`config.mk`:
```
export PLATFORM = sky130hd
export DESIGN_NAME = gp_timer_pwm
export DESIGN_NICKNAME = d
export VERILOG_FILES = /design/src/rtl/tmr_pkg.sv /design/src/rtl/tmr_datapath.sv /design/src/rtl/tmr_control.sv /design/src/rtl/gp_timer_pwm.sv
export SDC_FILE = /design/constraint.sdc
export NUM_CORES = 1
export LEC_CHECK = 0
export BUFFER_PORTS_ARGS = -buffer_cell sky130_fd_sc_hd__clkbuf_2
export CORE_UTILIZATION = 40
export DETAILED_ROUTE_END_ITERATION = 6
export MAX_ROUTING_LAYER = met4
export PLACE_DENSITY = 0.67
export SLEW_MARGIN = 15
export SYNTH_ARGS = -nofsm -noshare
export SYNTH_HDL_FRONTEND = slang
export SYNTH_SLANG_ARGS = --single-unit
```
`constraint.sdc`:
```
create_clock -name clk -period 4.2 [get_ports clk]
set_clock_uncertainty 0.2 [all_clocks]
set_input_delay 0.63 -clock clk [delete_from_list [all_inputs] [get_ports clk]]
set_output_delay 0.63 -clock clk [all_outputs]
set_load 0.02 [all_outputs]
```
`src/rtl/tmr_pkg.sv`:
```
package tmr_pkg;
  localparam int REG_W = 32;

  localparam logic [7:0] ADDR_SYS   = 8'h14;
  localparam logic [7:0] ADDR_STAT  = 8'h18;
  localparam logic [7:0] ADDR_IEN   = 8'h1C;
  localparam logic [7:0] ADDR_CTRL  = 8'h24;
  localparam logic [7:0] ADDR_COUNT = 8'h28;
  localparam logic [7:0] ADDR_LOAD  = 8'h2C;
  localparam logic [7:0] ADDR_TRIG  = 8'h30;
  localparam logic [7:0] ADDR_PEND  = 8'h34;
  localparam logic [7:0] ADDR_MATCH = 8'h38;
  localparam logic [7:0] ADDR_IFC   = 8'h40;

  // implemented control bits: 0..7 and 10..12
  localparam logic [REG_W-1:0] CTRL_MASK = 32'h0000_1CFF;

  typedef struct packed {
    logic             start;
    logic             autoReload;
    logic             preEn;
    logic [2:0]       preVal;
    logic             cmpEn;
    logic             cntWr;
    logic             trigLoad;
    logic             softClr;
    logic [REG_W-1:0] wrData;
    logic [REG_W-1:0] loadVal;
    logic [REG_W-1:0] matchVal;
  } tmrCtl_t;

  typedef struct packed {
    logic [REG_W-1:0] count;
    logic             ovfEvt;
    logic             matchEvt;
  } tmrEvt_t;
endpackage

```
`src/rtl/tmr_datapath.sv`:
```
module tmr_datapath
  import tmr_pkg::*;
#(
  parameter int PRE_BITS = 3
) (
  input  logic    clk,
  input  logic    rst_n,
  input  tmrCtl_t ctl,
  output tmrEvt_t evt
);
  localparam int PCW = 1 << PRE_BITS;

  logic [PCW-1:0]   preCnt;
  logic [PCW-1:0]   preLimit;
  logic [REG_W-1:0] count;
  logic [REG_W-1:0] nextCnt;
  logic             tick;
  logic             wrapNow;
  logic             busOwns;

  assign preLimit = (PCW'(2) << ctl.preVal) - PCW'(1);
  assign tick     = ctl.start && (!ctl.preEn || (preCnt == preLimit));
  assign wrapNow  = &count;
  assign busOwns  = ctl.cntWr || ctl.trigLoad || ctl.softClr;
  assign nextCnt  = wrapNow ? (ctl.autoReload ? ctl.loadVal : '0) : count + 1'b1;

  always_ff @(posedge clk or negedge rst_n) begin
    if (!rst_n) begin
      preCnt <= '0;
    end else if (ctl.softClr || !ctl.start || !ctl.preEn || tick) begin
      preCnt <= '0;
    end else begin
      preCnt <= preCnt + 1'b1;
    end
  end

  always_ff @(posedge clk or negedge rst_n) begin
    if (!rst_n) begin
      count <= '0;
    end else if (ctl.softClr) begin
      count <= '0;
    end else if (ctl.cntWr) begin
      count <= ctl.wrData;
    end else if (ctl.trigLoad) begin
      count <= ctl.loadVal;
    end else if (tick) begin
      count <= nextCnt;
    end
  end

  assign evt.count    = count;
  assign evt.ovfEvt   = tick && !busOwns && wrapNow;
  assign evt.matchEvt = tick && !busOwns && ctl.cmpEn && (nextCnt == ctl.matchVal);
endmodule

```
`src/rtl/tmr_control.sv`:
```
module tmr_control
  import tmr_pkg::*;
#(
  parameter int RST_CYCLES = 4
) (
  input  logic             clk,
  input  logic             rst_n,
  input  logic             busWrEn,
  input  logic             busRdEn,
  input  logic [7:0]       busAddr,
  input  logic [REG_W-1:0] busWrData,
  output logic [REG_W-1:0] busRdData,
  input  tmrEvt_t          evt,
  output tmrCtl_t          ctl,
  output logic             irqOut,
  output logic             pwmOut
);
  localparam int RCW = $clog2(RST_CYCLES + 1);
  localparam int NPEND = 5;

  logic [REG_W-1:0] ctrlReg, loadReg, matchReg;
  logic [1:0]       statReg, ienReg;
  logic [NPEND-1:0] pendReg, wrVec;
  logic [RCW-1:0]   rstCnt;
  logic             busy, pwmReg, pwmEvt;
  logic             wrCtrl, wrCount, wrLoad, wrTrig, wrMatch, wrStat, wrIen, wrIfc;
  logic [1:0]       trigSel;

  assign busy    = (rstCnt != '0);
  assign wrCtrl  = busWrEn && !busy && (busAddr == ADDR_CTRL);
  assign wrCount = busWrEn && !busy && (busAddr == ADDR_COUNT);
  assign wrLoad  = busWrEn && !busy && (busAddr == ADDR_LOAD);
  assign wrTrig  = busWrEn && !busy && (busAddr == ADDR_TRIG);
  assign wrMatch = busWrEn && !busy && (busAddr == ADDR_MATCH);
  assign wrStat  = busWrEn && !busy && (busAddr == ADDR_STAT);
  assign wrIen   = busWrEn && !busy && (busAddr == ADDR_IEN);
  assign wrIfc   = busWrEn && !busy && (busAddr == ADDR_IFC) && busWrData[1];
  assign wrVec   = {wrMatch, wrTrig, wrLoad, wrCount, wrCtrl};

  assign trigSel = ctrlReg[11:10];
  assign pwmEvt  = ((trigSel != 2'd0) && evt.ovfEvt) || (trigSel[1] && evt.matchEvt);

  always_ff @(posedge clk or negedge rst_n) begin
    if (!rst_n) begin
      ctrlReg <= '0; loadReg <= '0; matchReg <= '0;
      statReg <= '0; ienReg <= '0; pendReg <= '0;
      rstCnt  <= '0; pwmReg <= 1'b0;
    end else if (busy) begin
      ctrlReg <= '0; loadReg <= '0; matchReg <= '0;
      statReg <= '0; ienReg <= '0; pendReg <= '0;
      rstCnt  <= rstCnt - 1'b1; pwmReg <= 1'b0;
    end else begin
      pendReg <= wrVec;
      if (wrIfc) rstCnt <= RCW'(RST_CYCLES);
      if (wrCtrl)                                 ctrlReg    <= busWrData & CTRL_MASK;
      else if (evt.ovfEvt && !ctrlReg[1])         ctrlReg[0] <= 1'b0;
      if (wrLoad)  loadReg  <= busWrData;
      if (wrMatch) matchReg <= busWrData;
      if (wrIen)   ienReg   <= busWrData[1:0];
      statReg <= (statReg & ~(wrStat ? busWrData[1:0] : 2'b00))
               | {evt.ovfEvt, evt.matchEvt};
      if (trigSel == 2'd0)  pwmReg <= ctrlReg[7];
      else if (ctrlReg[12]) pwmReg <= pwmEvt ? ~pwmReg : pwmReg;
      else                  pwmReg <= pwmEvt ? ~ctrlReg[7] : ctrlReg[7];
    end
  end

  always_comb begin
    busRdData = '0;
    if (busRdEn) begin
      case (busAddr)
        ADDR_SYS:   busRdData = {{(REG_W-1){1'b0}}, !busy};
        ADDR_STAT:  busRdData = {{(REG_W-2){1'b0}}, statReg};
        ADDR_IEN:   busRdData = {{(REG_W-2){1'b0}}, ienReg};
        ADDR_CTRL:  busRdData = ctrlReg;
        ADDR_COUNT: busRdData = evt.count;
        ADDR_LOAD:  busRdData = loadReg;
        ADDR_PEND:  busRdData = {{(REG_W-NPEND){1'b0}}, pendReg};
        ADDR_MATCH: busRdData = matchReg;
        default:    busRdData = '0;
      endcase
    end
  end

  always_comb begin
    ctl.start      = ctrlReg[0];
    ctl.autoReload = ctrlReg[1];
    ctl.preVal     = ctrlReg[4:2];
    ctl.preEn      = ctrlReg[5];
    ctl.cmpEn      = ctrlReg[6];
    ctl.cntWr      = wrCount;
    ctl.trigLoad   = wrTrig;
    ctl.softClr    = busy;
    ctl.wrData     = busWrData;
    ctl.loadVal    = loadReg;
    ctl.matchVal   = matchReg;
  end

  assign irqOut = |(statReg & ienReg);
  assign pwmOut = pwmReg;
endmodule

```
`src/rtl/gp_timer_pwm.sv`:
```
module gp_timer_pwm
  import tmr_pkg::*;
#(
  parameter int PRE_BITS   = 3,
  parameter int RST_CYCLES = 4
) (
  input  logic        clk,
  input  logic        rst_n,
  input  logic        busWrEn,
  input  logic        busRdEn,
  input  logic [7:0]  busAddr,
  input  logic [31:0] busWrData,
  output logic [31:0] busRdData,
  output logic        irqOut,
  output logic        pwmOut
);
  tmrCtl_t ctl;
  tmrEvt_t evt;

  tmr_control #(.RST_CYCLES(RST_CYCLES)) u_ctrl (
    .clk(clk), .rst_n(rst_n),
    .busWrEn(busWrEn), .busRdEn(busRdEn), .busAddr(busAddr),
    .busWrData(busWrData), .busRdData(busRdData),
    .evt(evt), .ctl(ctl), .irqOut(irqOut), .pwmOut(pwmOut)
  );

  tmr_datapath #(.PRE_BITS(PRE_BITS)) u_dp (
    .clk(clk), .rst_n(rst_n), .ctl(ctl), .evt(evt)
  );
endmodule

```
Word level (Yosys, flattened, before mapping)
Cells that the tools add are included.
{"block": "op_classes", "addsub": 4, "n_mul": 0, "div": 0, "n_eq_ne": 13, "reduce_logical": 42, "muxes": 29, "bitwise_logic": 6, "shift": 1, "order_cmp": 0}
{"cell": "two-way mux 32 bit", "n": 12}
{"cell": "case mux 32 bit (8 select lines)", "n": 1}
{"cell": "equality test 8 x 6 -> 1 bit (second input constant)", "n": 6}
{"cell": "adder 32 x 1 -> 32 bit (second input constant)", "n": 1}
{"cell": "equality test 32 bit", "n": 1}
{"cell": "AND reduction 32 bit", "n": 1}
{"cell": "two-way mux 31 bit", "n": 1}
{"cell": "equality test 8 x 5 -> 1 bit (second input constant)", "n": 3}
{"cell": "logical AND 1 bit", "n": 18}
{"cell": "nonzero test 2 bit", "n": 6}
{"cell": "adder 8 x 1 -> 8 bit (second input constant)", "n": 1}
{"cell": "equality test 8 x 7 -> 1 bit (second input constant)", "n": 1}
{"cell": "equality test 8 bit", "n": 1}
{"cell": "two-way mux 2 bit", "n": 4}
{"cell": "two-way mux 8 bit", "n": 1}
{"cell": "<< shifter 2 x 3 -> 8 bit (first input constant)", "n": 1}
{"cell": "subtractor 8 x 2 -> 8 bit (second input constant)", "n": 1}
{"cell": "logical OR 1 bit", "n": 7}
{"cell": "two-way mux 1 bit", "n": 7}
{"cell": "two-way mux 3 bit", "n": 2}
{"cell": "nonzero test 3 bit", "n": 2}
{"cell": "logical NOT 1 bit", "n": 5}
{"cell": "two-way mux 5 bit", "n": 1}
{"cell": "AND 2 bit", "n": 2}
{"cell": "8 further kinds", "n": 9}
{"block": "totals", "mem_count": 0, "ramBits": 0, "out_inout_bits": 34, "wordCells": 106, "inputBits": 44, "register_bits": 149, "latchBits": 0, "romBits": 0}

Depth between registers and ports, before layout
{"block": "depth", "word_depth": 16, "ltp_mapped": 15, "ltp_nobuf": 12}

Cells and area by module
Synthesis repeated with hierarchy kept, for this count alone.
{"block": "unflattened", "hier_cells": 1106, "area_unflattened_um2": 8957.3}
{"mod": "tmr_control", "n_inst": 1, "seq_area_each_um2": 2202.1, "cells_per_inst": 577, "area_per_inst_um2": 4966.0}
{"mod": "tmr_datapath", "n_inst": 1, "seq_area_each_um2": 1001.0, "cells_per_inst": 529, "area_per_inst_um2": 3991.3}

Worst setup path after synthesis
Ideal clock, no wire load.
{"block": "synth_timing", "kind": "register -> register", "startpoint": "reg u_dp.count[1]", "endpoint": "reg u_ctrl.pwmReg (netlist: u_ctrl.pwmOut)", "setup_slack_ns": 0.318, "stages_incl_launch_ff": 13, "path_buffers": 2, "synth_period_minus_slack_ns": 3.882, "required_time_ns": 3.921, "setup_ns": 0.079, "arrival_ns": 3.602, "cell_sequence": "dfrtp_1 > ha_1 > clkbuf_1 > inv_1 > nor4_1 > and3_1 > buf_2 > a21oi_1 > xnor2_1 > or4_1 > or4_4 > nor4_4 > mux2i_1"}
{"block": "synth_between", "elab_chain_len": 10, "elab_cells_between_ends": 14, "cone_classes": "add/sub: 1; eq/ne: 2; mux: 5; reduce/logical: 6"}
{"element": "from (decl)", "line_no": "tmr_datapath.sv:15", "rtl": "logic [REG_W-1:0] count;"}
{"element": "from (signal assigned)", "line_no": "tmr_datapath.sv:43", "rtl": "count <= ctl.wrData;"}
{"element": "from (signal assigned)", "line_no": "tmr_datapath.sv:45", "rtl": "count <= ctl.loadVal;"}
{"element": "from (signal assigned)", "line_no": "tmr_datapath.sv:47", "rtl": "count <= nextCnt;"}
{"element": "adder 32 x 1 -> 32 bit / AND reduction 32 bit (equally long branches)", "line_no": "tmr_datapath.sv:25, tmr_datapath.sv:23"}
{"element": "two-way mux 32 bit", "line_no": "tmr_datapath.sv:25", "rtl": "assign nextCnt = wrapNow ? (ctl.autoReload ? ctl.loadVal : '0) : count + 1'b1;"}
{"element": "equality test 32 bit", "line_no": "tmr_datapath.sv:53", "rtl": "assign evt.matchEvt = tick && !busOwns && ctl.cmpEn && (nextCnt == ctl.matchVal);"}
{"element": "logical AND 1 bit", "line_no": "tmr_datapath.sv:53"}
{"element": "logical AND 1 bit", "line_no": "tmr_control.sv:41", "rtl": "assign pwmEvt = ((trigSel != 2'd0) && evt.ovfEvt) || (trigSel[1] && evt.matchEvt);"}
{"element": "logical OR 1 bit *", "line_no": "tmr_control.sv:41"}
{"element": "two-way mux 1 bit", "line_no": "tmr_control.sv:64", "rtl": "else pwmReg <= pwmEvt ? ~ctrlReg[7] : ctrlReg[7];"}
{"element": "two-way mux 1 bit", "line_no": "tmr_control.sv:63", "rtl": "else if (ctrlReg[12]) pwmReg <= pwmEvt ? ~pwmReg : pwmReg;"}
{"element": "two-way mux 1 bit", "line_no": "tmr_control.sv:62", "rtl": "if (trigSel == 2'd0) pwmReg <= ctrlReg[7];"}
{"element": "two-way mux 1 bit", "line_no": "tmr_control.sv:48", "rtl": "end else if (busy) begin"}
{"element": "to (signal assigned)", "line_no": "tmr_control.sv:62"}
{"element": "to (signal assigned)", "line_no": "tmr_control.sv:63"}
{"element": "to (signal assigned)", "line_no": "tmr_control.sv:64"}
{"element": "to (decl)", "line_no": "tmr_control.sv:25", "rtl": "logic busy, pwmReg, pwmEvt;"}
Mark *: on every way between the ends. The rest lies on a longest branch, timed or not.
A chain may end at the register's enable or synchronous reset.

Worst setup path after layout
{"block": "layout_timing", "startpoint": "reg u_dp.count[19]", "endpoint": "reg u_ctrl.pwmReg (netlist: u_ctrl.pwmOut)"}
The elaborated chain is that of the path after synthesis.

==> impl_metrics.env <==
export IMPL_worstMarginPinSlew_ns=0.9776
export IMPL_grt_use_total_pct=28.44
export IMPL_rows=52
export IMPL_hold_buffers=0
export IMPL_drv_slew=0
export IMPL_pwr_density_cell_nw_per_um2=329.7
export IMPL_synthArstFlopShare_pct=100.0
export IMPL_synth_edf_count=0
export IMPL_num_vias=8500
export IMPL_clock_root_buffer="clkbuf_16"
export IMPL_p_comb_share_pct=13.1
export IMPL_status="completed"
export IMPL_period_share_pct=91.75
export IMPL_end_kind="flop"
export IMPL_period_minus_slack_ns=3.854
export IMPL_post_cts_resized=0
export IMPL_switching_power_mw=0.9497
export IMPL_ant_nets=0
export IMPL_tritoncts="built"
export IMPL_post_synth_top_area_cell="dfrtp_1"
export IMPL_rsz0062_at_grt="false"
export IMPL_hpwl_um=20070
export IMPL_grt_antenna_before_repair=0
export IMPL_syn2layout_area_growth_pct=15.24
export IMPL_reg2reg_to="u_ctrl.pwmOut"
export IMPL_dr_pass1_iters=7
export IMPL_ys_types=67
export IMPL_cts_made_buffers=17
export IMPL_path_buf_inv=0
export IMPL_path_cells="nand4_1 > or4_1 > or3_4 > nor4_2 > a21oi_1 > or4_1 > or4_4 > nor4_4 > mux2i_1"
export IMPL_drt_first_iter_violations=1090
export IMPL_cts_setup_buffers=0
export IMPL_die_h_um=147.0
export IMPL_fin_tns_setup_ns=0
export IMPL_worst_ep_required_time_ns=4.35
export IMPL_drive_above_1_share_pct=14.85
export IMPL_pre_cts_ws_ns=0.3472
export IMPL_io_pins=78
export IMPL_grt_max_degree=73
export IMPL_slowest_delay_ns=0.60
export IMPL_hold_viol=0
export IMPL_nets=1153
export IMPL_die_x_um=147.0
export IMPL_ys_seq_elements=128
export IMPL_cap_violations=0
export IMPL_synth_nets=1112
export IMPL_grt_pass1_vias=8050
export IMPL_route_detailed_drc=0
export IMPL_port_buffers=77
export IMPL_r2r_slack_ns=0.35
export IMPL_synth_top_area_share_pct=38.11
export IMPL_setup_violations=0
export IMPL_slew_headroom_pct=34.58
export IMPL_clkPwrFrac_pct=47.0
export IMPL_wirelength_um=29120
export IMPL_ys_top_cells_by_area="dfrtp_1 38%, nand2_1 11%, o21ai_0 8.7%"
export IMPL_fin_util_pct=47.42
export IMPL_worstPathMaxFanout=12
export IMPL_yosysSeqAreaShare_pct=38.11
export IMPL_cpMostUsedCell="or4_1"
export IMPL_clock_sinks=128
export IMPL_die_area_sq_um=21600
export IMPL_postSynthAreaPerCell_sq_um=7.900
export IMPL_cts_max_path_buffers=2
export IMPL_critPathKind="reg2reg"
export IMPL_path_clk_slew_ns=0.06
export IMPL_seqPwrFrac_pct=39.9
export IMPL_crit_family="simple AND/OR/NAND/NOR gates"
export IMPL_viasPerCell=6.124
export IMPL_sw_frac_of_total_pct=29.73
export IMPL_initial_utilization_pct=41.14
export IMPL_cp_arrival_ns=4.00
export IMPL_grt_pass1_wl_um=46310
export IMPL_cts_max_level=4
export IMPL_clock_latency_ns=0.43
export IMPL_leakage_nw=3.779
export IMPL_power_mw=3.194
export IMPL_syn_area_sq_um=8406
export IMPL_synthCells=1064
export IMPL_fmax_mhz=259.5
export IMPL_start_kind="flop"
export IMPL_n_antenna_cell=0
export IMPL_p_int_mw=2.244
export IMPL_core_area_sq_um=20430
export IMPL_r2r_start="u_dp.count[19]"
export IMPL_worst_hold_slack_ns=0.06516
export IMPL_worstRegToRegCells=9
export IMPL_route_detailed_wl_per_inst_um=20.98
export IMPL_ir_drop_mv=0.2339
export IMPL_setup_slack_ns=0.3463
export IMPL_place_congestion=0.9862
export IMPL_synth_warnings=0
export IMPL_nFillCells=2052
export IMPL_ys_flop_type="dfrtp_1"
export IMPL_hold_class="in2async"
export IMPL_globalRouteOverflowTotal=0
export IMPL_cp_slowest_cell="or4_1"
## kinds of logic after synthesis
kind of cell	share of synthesized area, %
and+or+nand+nor	23.65
AOI/OAI and AO/OA	24.31
DFF	38.11
buffers and inverters	5.240
xor gates and xnor gates	7.011
muxes	1.087
adders and majority gates	0.5954
## cells in the final DEF, fill, tap and decap left out, types with 22 or more instances in the layout
cell type  count
buf_4         37
clkbuf_2      76
nor3_1        22
a21oi_1       35
dfrtp_1      128
inv_1         22
nand2_1      236
a222oi_1      35
o21ai_0      146
nor2_1        56
nand3_1       35
xor2_1        27
xnor2_1       35
## stage by stage
| step | cell area (sq um) | cells |
|---|---|---|
| 6_report | 9687 | 1388 |
| 5_1_grt | 9687 | 1388 |
| 4_1_cts | 9687 | 1388 |
| 3_5_place_dp | 9100 | 1356 |
| 3_3_place_gp | 9100 | 1356 |
| 2_1_floorplan | 8406 | 1064 |
## worst max-delay path by stage
stage,depth (start not counted),end,from
floorplan,12,u_ctrl.pwmOut,u_dp.count[1]
global placement,9,u_ctrl.pwmOut,u_dp.count[19]
detailed placement,9,u_ctrl.pwmOut,u_dp.count[19]
CTS,9,u_ctrl.pwmOut,u_dp.count[19]
global route,9,u_ctrl.pwmOut,u_dp.count[19]
finish,9,u_ctrl.pwmOut,u_dp.count[19]
## Yosys cell counts, types with 4 or more instances
library cell / instances
nand4_1: 17
a221o_1: 18
xor2_1: 27
nor2_1: 58
or4_1: 4
a31oi_1: 8
nor4_1: 13
xnor2_1: 35
clkbuf_1: 81
ha_1: 4
or3_1: 4
a222oi_1: 35
o22ai_1: 4
a211oi_1: 6
o21ai_0: 146
inv_1: 22
and3_1: 7
and4_1: 7
buf_1: 6
mux2i_1: 8
a21oi_1: 36
dfrtp_1: 128
a21boi_0: 4
nand3b_1: 4
nand2b_1: 4
buf_2: 4
nand2_1: 236
nand3_1: 35
a22oi_1: 7
nor3_1: 25
o211ai_1: 11
## flip-flops by register name (all words and copies together), names as in the netlist, 2 cells and up
signal,count
u_ctrl.ctrlReg,11
u_ctrl.ienReg,2
u_ctrl.loadReg,32
u_ctrl.matchReg,32
u_ctrl.pendReg,5
u_ctrl.rstCnt,3
u_ctrl.statReg,2
u_dp.count,32
u_dp.preCnt,8
## power by group through the flow
stage          Sequential [mW]  Combinational [mW]  Clock, mW
6_report                  1.27               0.420       1.50
5_1_grt                   1.28               0.455       1.56
4_1_cts                   1.27               0.417       1.51
3_5_place_dp              1.30               0.417          0
3_3_place_gp              1.29               0.412          0
2_1_floorplan             1.29               0.255          0
## routing by layer
layer / global-route usage, % / part of all wire, % / vias up
li1: - / - / 3933
met2: 41.23 / 44 / 444
met5: - / 0 / -
met4: 8.608 / 2.0 / 0
met1: 39.66 / 45 / 4075
met3: 6.056 / 9.1 / 48
## cell type report
class	count	area [sq um]	share of cell area, %
sequential	128	3203	33.07
timing repair buffer	114	678.2	7.001
clock buffer	18	429.2	4.430
tap	270	337.8	3.487
multi-input combinational	821	4795	49.50
clock inverter	14	157.7	1.627
inverter	23	86.33	0.8912
No activity file was read; power rests on OpenSTA's default activity.
